<file path="src/rtl/nvx_alu_pkg.sv">
package nvx_alu_pkg;
  localparam int OPW = 8;
  localparam logic [OPW-1:0] OP_ADD  = 8'h40;
  localparam logic [OPW-1:0] OP_SUB  = 8'h41;
  localparam logic [OPW-1:0] OP_SLT  = 8'h42;
  localparam logic [OPW-1:0] OP_SLTU = 8'h43;
  localparam logic [OPW-1:0] OP_SLL  = 8'h44;
  localparam logic [OPW-1:0] OP_SRL  = 8'h45;
  localparam logic [OPW-1:0] OP_SRA  = 8'h46;
  localparam logic [OPW-1:0] OP_OR   = 8'h47;
  localparam logic [OPW-1:0] OP_AND  = 8'h48;
  localparam logic [OPW-1:0] OP_XOR  = 8'h49;
  localparam logic [OPW-1:0] OP_MUL  = 8'h4A;
  localparam logic [OPW-1:0] OP_DIV  = 8'h4B;
  localparam logic [OPW-1:0] OP_BEQ  = 8'h11;
  localparam logic [OPW-1:0] OP_BNE  = 8'h12;
  localparam logic [OPW-1:0] OP_BLT  = 8'h13;
  localparam logic [OPW-1:0] OP_BGE  = 8'h14;
  localparam logic [OPW-1:0] OP_BLTU = 8'h15;
  localparam logic [OPW-1:0] OP_BGEU = 8'h16;

  typedef enum logic [1:0] {
    CLS_BAD = 2'd0,
    CLS_ALU = 2'd1,
    CLS_BR  = 2'd2
  } op_class_e;
endpackage

</file>
<file path="src/rtl/nvx_op_classify.sv">
module nvx_op_classify
  import nvx_alu_pkg::*;
(
  input  logic [OPW-1:0] op,
  output op_class_e      cls
);
  always_comb begin
    unique case (op)
      OP_ADD, OP_SUB, OP_SLT, OP_SLTU, OP_SLL, OP_SRL,
      OP_SRA, OP_OR, OP_AND, OP_XOR, OP_MUL, OP_DIV: cls = CLS_ALU;
      OP_BEQ, OP_BNE, OP_BLT, OP_BGE, OP_BLTU, OP_BGEU: cls = CLS_BR;
      default: cls = CLS_BAD;
    endcase
  end
endmodule

</file>
<file path="src/rtl/nvx_alu_core.sv">
module nvx_alu_core
  import nvx_alu_pkg::*;
#(
  parameter int XLEN = 32
) (
  input  logic [OPW-1:0]  op,
  input  logic [XLEN-1:0] opa,
  input  logic [XLEN-1:0] opb,
  input  logic [XLEN-1:0] imm,
  output logic [XLEN-1:0] res
);
  localparam int SHW = $clog2(XLEN);

  logic [XLEN-1:0] eff;
  logic [SHW-1:0]  shamt;
  logic [XLEN-1:0] prod;
  logic [XLEN-1:0] quot;

  assign eff   = opb + imm;
  assign shamt = eff[SHW-1:0];
  assign prod  = opa * eff;
  assign quot  = (eff == '0) ? '1 : opa / eff;

  always_comb begin
    unique case (op)
      OP_ADD:  res = opa + eff;
      OP_SUB:  res = opa - eff;
      OP_SLT:  res = {{(XLEN-1){1'b0}}, $signed(opa) < $signed(eff)};
      OP_SLTU: res = {{(XLEN-1){1'b0}}, opa < eff};
      OP_SLL:  res = opa << shamt;
      OP_SRL:  res = opa >> shamt;
      OP_SRA:  res = $unsigned($signed(opa) >>> shamt);
      OP_OR:   res = opa | eff;
      OP_AND:  res = opa & eff;
      OP_XOR:  res = opa ^ eff;
      OP_MUL:  res = prod;
      OP_DIV:  res = quot;
      default: res = '0;
    endcase
  end
endmodule

</file>
<file path="src/rtl/nvx_br_eval.sv">
module nvx_br_eval
  import nvx_alu_pkg::*;
#(
  parameter int XLEN = 32
) (
  input  logic [OPW-1:0]  op,
  input  logic [XLEN-1:0] opa,
  input  logic [XLEN-1:0] opb,
  output logic            taken
);
  logic eq, lt_s, lt_u;

  assign eq   = (opa == opb);
  assign lt_s = $signed(opa) < $signed(opb);
  assign lt_u = opa < opb;

  always_comb begin
    unique case (op)
      OP_BEQ:  taken = eq;
      OP_BNE:  taken = !eq;
      OP_BLT:  taken = lt_s;
      OP_BGE:  taken = !lt_s;
      OP_BLTU: taken = lt_u;
      OP_BGEU: taken = !lt_u;
      default: taken = 1'b0;
    endcase
  end
endmodule

</file>
<file path="src/rtl/nvx_exec_alu.sv">
module nvx_exec_alu
  import nvx_alu_pkg::*;
#(
  parameter int XLEN = 32,
  parameter int RSW  = 5
) (
  input  logic            clk,
  input  logic            rst,
  input  logic [7:0]      op,
  input  logic [RSW-1:0]  rd_sel,
  input  logic [XLEN-1:0] opa,
  input  logic [XLEN-1:0] opb,
  input  logic [XLEN-1:0] imm,
  input  logic [XLEN-1:0] pc,
  output logic [XLEN-1:0] result,
  output logic            wr_en,
  output logic            br_taken,
  output logic [XLEN-1:0] br_target,
  output logic            illegal
);
  op_class_e       cls;
  logic [XLEN-1:0] core_res;
  logic            cmp_taken;

  nvx_op_classify u_cls (.op(op), .cls(cls));

  nvx_alu_core #(.XLEN(XLEN)) u_core (
    .op(op), .opa(opa), .opb(opb), .imm(imm), .res(core_res)
  );

  nvx_br_eval #(.XLEN(XLEN)) u_br (
    .op(op), .opa(opa), .opb(opb), .taken(cmp_taken)
  );

  always_ff @(posedge clk) begin
    if (rst) begin
      result    <= '0;
      wr_en     <= 1'b0;
      br_taken  <= 1'b0;
      br_target <= '0;
      illegal   <= 1'b0;
    end else begin
      result    <= (cls == CLS_ALU) ? core_res : '0;
      wr_en     <= (cls == CLS_ALU) && (rd_sel != '0);
      br_taken  <= (cls == CLS_BR) && cmp_taken;
      br_target <= (cls == CLS_BR) ? pc + imm : '0;
      illegal   <= (cls == CLS_BAD);
    end
  end

  // an illegal opcode leaves no side effect
  a_r8_illegal_quiet: assert property (@(posedge clk) disable iff (rst)
    illegal |-> (!wr_en && !br_taken && result == '0));

  // register zero is never written
  a_r6_zero_dest: assert property (@(posedge clk) disable iff (rst)
    ($past(rd_sel) == '0) |-> !wr_en);

  // divide by a zero effective operand yields all ones
  a_r5_div_zero: assert property (@(posedge clk) disable iff (rst)
    (!$past(rst) && $past(op) == OP_DIV && $past(opb + imm) == '0)
      |-> (result == '1));

  // at most one of write, branch, illegal
  a_r7_exclusive: assert property (@(posedge clk) disable iff (rst)
    $onehot0({wr_en, br_taken, illegal}));

  // branch target follows pc + imm
  a_r7_target: assert property (@(posedge clk) disable iff (rst)
    (!$past(rst) && $past(cls) == CLS_BR) |-> (br_target == $past(pc + imm)));

  // outputs cleared after a reset edge
  a_r9_reset_clear: assert property (@(posedge clk)
    $past(rst) |-> (!wr_en && !br_taken && !illegal && result == '0));
endmodule

</file>
<file path="config.mk">
export PLATFORM = sky130hd
export DESIGN_NAME = nvx_exec_alu
export DESIGN_NICKNAME = d
export VERILOG_FILES = /design/src/rtl/nvx_alu_pkg.sv /design/src/rtl/nvx_op_classify.sv /design/src/rtl/nvx_alu_core.sv /design/src/rtl/nvx_br_eval.sv /design/src/rtl/nvx_exec_alu.sv
export SDC_FILE = /design/constraint.sdc
export NUM_CORES = 2
export LEC_CHECK = 0
export BUFFER_PORTS_ARGS = -buffer_cell sky130_fd_sc_hd__buf_2
export CAP_MARGIN = 10
export CORE_MARGIN = 3
export CORE_UTILIZATION = 59
export CTS_BUF_LIST = sky130_fd_sc_hd__clkbuf_8
export DETAILED_ROUTE_END_ITERATION = 6
export PLACE_DENSITY = 0.78
export SLEW_MARGIN = 5
export SYNTH_ARGS = -nofsm -noshare
export SYNTH_HDL_FRONTEND = slang
export SYNTH_HIERARCHICAL = 1
export SYNTH_SLANG_ARGS = --single-unit
</file>
<file path="constraint.sdc">
create_clock -name clk -period 110.9 [get_ports clk]
set_input_delay 5.545 -clock clk [delete_from_list [all_inputs] [get_ports clk]]
set_output_delay 5.545 -clock clk [all_outputs]
set_load 0.02 [all_outputs]
</file>
==> metrics.log <==
[metrics] Top Layer Used: met5
[metrics] number of stages on the worst hold path: 2
[metrics] routed wire length: between 200 and 300 mm
[metrics] amount of wire on met2 after detailed routing: 105 mm
[metrics] number of synthesis warnings: 6
[metrics] most common library cell in the layout ignoring fill and taps: nand2_1
[metrics] register area share after synthesis: 2.33%
[metrics] area of combinational cells with multiple inputs: around 52000 sq um
[metrics] total standard cell area after synthesis: 57700 sq um
[metrics] antenna violations before repair: 20
[metrics] category of the worst setup path capture point: register
[metrics] min cycle time layout: 104.71 ns
[metrics] commonest cells after routing, fill and taps aside: nand2_1 (981), nor2_1 (877), ha_1 (844)
[metrics] DRT Pass-1 Iters: 7
[metrics] worst path required time: approximately 110 ns
[metrics] main flop type after synthesis: dfxtp_1
[metrics] final routed DRC violation total: 3
[metrics] post-synthesis area per instance: 7.12 sq um
[metrics] Area growth syn-to-layout: 5.31%
[metrics] number of storage elements in the synthesis netlist: 67
[metrics] DR vias/cell: around 6.9
[metrics] final hold vios: 0
[metrics] run status: finished with violations
[metrics] number of buffers on the longest clock path: 2
[metrics] period utilisation layout: 94.4%
[metrics] number of global-route vias before repair: 61910
[metrics] combined flip-flop and latch cell area: 1340 sq um
[metrics] post-CTS setup buffer count: 0
[metrics] die boundary width: around 320 um
[metrics] hold path endpoint: illegal
[metrics] first-pass GRT wire length: 389 mm
[metrics] startpoint-to-endpoint class of the critical path: input pin to register
[metrics] max frequency: 9.55 MHz
[metrics] Floorplan Core Area: about 97000 sq um
[metrics] post-cts hold buffer count: 0
[metrics] Synth async-reset ratio: 0%
[metrics] number of enable-type register cells in the synthesized netlist: 0
[metrics] sink count of the clock tree: 67
[metrics] Wirelength per Cell: 28.2 um
[metrics] Net Count, Synth: 9504
[metrics] maximum fanout encountered on the critical timing path: 54
[metrics] number of top-level pins: 210
[metrics] GRT Resource Usage Total: around 50%
[metrics] met1 routed wirelength after detailed routing: roughly 96 mm
[metrics] final antenna-violating net count: 0
[metrics] number of rows created at floorplan: 114
[metrics] cell repeated most along the worst path: a21oi_1
[metrics] H-tree depth: 3
[metrics] total of fill cells in the finished design: 9107
[metrics] GP Congestion: 1.10
[metrics] vertical die dimension: 319 um
[metrics] Root Buffer: clkbuf_8
[metrics] Worst Min Path Start: rst
[metrics] pin count of the biggest net entering global routing: 68
[metrics] ratio of cells with drive above 1 in the final layout: 8.49%
[metrics] clock transition time at the flip-flop clock pins of the worst setup and hold paths: roughly 0.11 ns
[metrics] number of distinct library cells after synthesis: 129
[metrics] initial drt markers: 9298
[metrics] violations in the final reports: design-rule violations
[metrics] TritonCTS clock tree: done
[metrics] total via count in the routed design: between 60000 and 70000
[metrics] # setup viols final: 0
[metrics] number of buffers inserted by port buffering: about 210
[metrics] Worst slew margin: 9.22%
[metrics] number of violations of the max-capacitance limit: 0
[metrics] leftover overflow at the end of global routing: 0
[metrics] post-cts resize count: 0
[metrics] Max Transition Viols Final: 0
[metrics] Final TNS setup: 0 ns
[metrics] slew at the pin with the worst max-slew slack: roughly 1.3 ns
[metrics] CP max-delay cell: a2111oi_2
[metrics] total CTS buffers: 9
[metrics] instance count of the mapped netlist: 8104
[metrics] crit path launch type: input pin
[metrics] Worst Path Arrival: around 110 ns
[metrics] Die Footprint: 102000 sq um
[metrics] initial standard-cell utilization of the core: 59.5%
[metrics] type of the tightest min-delay check: input pin to register
[metrics] amount of wire on met3 after detailed routing: 38.9 mm
[metrics] placed wire-length estimate after detailed placement: around 200 mm
[metrics] Nets: 9514
[metrics] Max stage delay on crit path: 0.92 ns
[metrics] setup repair after global routing missed its margin: false
## worst max-delay path by stage
stage           start         to  slack, ns  cells after the start
4_1_cts        opb[2]  result[0]       8.06                    374
5_1_grt        imm[2]  result[0]       0.17                    373
6_report       opb[2]  result[0]       6.19                    373
2_1_floorplan  opb[0]  result[0]      19.01                    408
3_3_place_gp   imm[2]  result[0]      10.56                    374
3_5_place_dp   opb[2]  result[0]       8.09                    372
## stage by stage
step,util (%),instances,area [sq um],setup WS [ns],hold WS [ns]
final,62.7,9410,60700,6.19,5.37
after floorplan,-,8104,57700,19.01,5.62
after global routing,62.7,9403,60700,0.166,5.37
after detailed placement,62.4,9376,60400,8.09,5.75
after CTS,62.6,9392,60700,8.06,5.35
after global placement,62.4,9376,60400,10.56,5.75
## layout make-up
type	instances	share of cell area, %
Tap cell	1276	2.63
Inverter	753	4.66
Clock buffer	10	0.227
Multi-Input combinational cell	6902	86.2
Clock inverter	6	0.146
Timing Repair Buffer	381	3.85
Antenna cell	15	0.0618
Sequential cell	67	2.21
## flip-flops by register name, summed over array words and instances (netlist names)
register   flops
wr_en          1
br_target     32
illegal        1
br_taken       1
result        32
## worst max-delay path, delay by kind of cell
kind / cells / cell delay (ns)
buffers and inverters: 16 / 4.45
adder cells (fa/ha/maj): 32 / 10.01
AO/OA/AOI/OAI: 218 / 55.12
AND/OR/NAND/NOR: 103 / 28.40
XOR/XNOR: 1 / 0.15
multiplexers: 3 / 1.03
## cells by family after synthesis
logic type                 count (synthesis)  share of synthesized area, %
AOI/OAI and AO/OA                       2123                          24.3
and+or+nand+nor                         2919                          23.3
buffers and inverters                   1135                          7.52
adders and majority gates               1257                          32.6
xor gates and xnor gates                 442                          6.73
DFF                                       67                          2.33
muxes                                    161                          3.16
## synth_stat cells (17+ instances only)
master | number | area share, %
buf_2 | 29 | 0.25
xnor2_1 | 297 | 4.5
nor4_1 | 47 | 0.51
mux2i_1 | 74 | 1.3
o21bai_1 | 49 | 0.64
ha_1 | 845 | 18
a221o_1 | 19 | 0.33
o211ai_1 | 78 | 1.0
a21oi_1 | 548 | 4.8
a31o_2 | 17 | 0.26
a221oi_1 | 40 | 0.61
nand4_1 | 83 | 0.90
a22oi_1 | 21 | 0.27
a211o_1 | 33 | 0.50
o22ai_1 | 35 | 0.38
or3_1 | 66 | 0.72
dfxtp_1 | 67 | 2.3
o21ai_0 | 424 | 3.7
a31oi_1 | 87 | 0.94
o221ai_1 | 19 | 0.29
or2_2 | 48 | 0.52
a211oi_1 | 68 | 0.89
nand3b_1 | 17 | 0.22
nand2_1 | 983 | 6.4
buf_1 | 53 | 0.34
a21o_1 | 202 | 2.6
or4_1 | 22 | 0.29
nor2b_1 | 88 | 0.95
and3_1 | 46 | 0.50
o2111ai_1 | 25 | 0.38
clkbuf_1 | 292 | 1.9
o21a_1 | 148 | 1.9
a21boi_0 | 18 | 0.23
inv_1 | 738 | 4.8
mux2_2 | 77 | 1.5
and2_1 | 76 | 0.82
nor2_1 | 880 | 5.7
o21ai_1 | 32 | 0.28
xor2_1 | 144 | 2.2
nand3_1 | 153 | 1.3
nand2b_1 | 68 | 0.74
fa_1 | 412 | 14
nor3_1 | 254 | 2.2
o31ai_1 | 51 | 0.66
## metal layers
metal  up-vias  global-route usage [%]
li1      28497                       -
met1     30567                    62.4
met2      4883                    72.0
met3      1262                    16.9
met4         2                    36.3
met5         -                       0
Power is left out: the tool's default activity adds up to more than one toggle a clock period on the data nets, which glitch-free logic cannot reach.
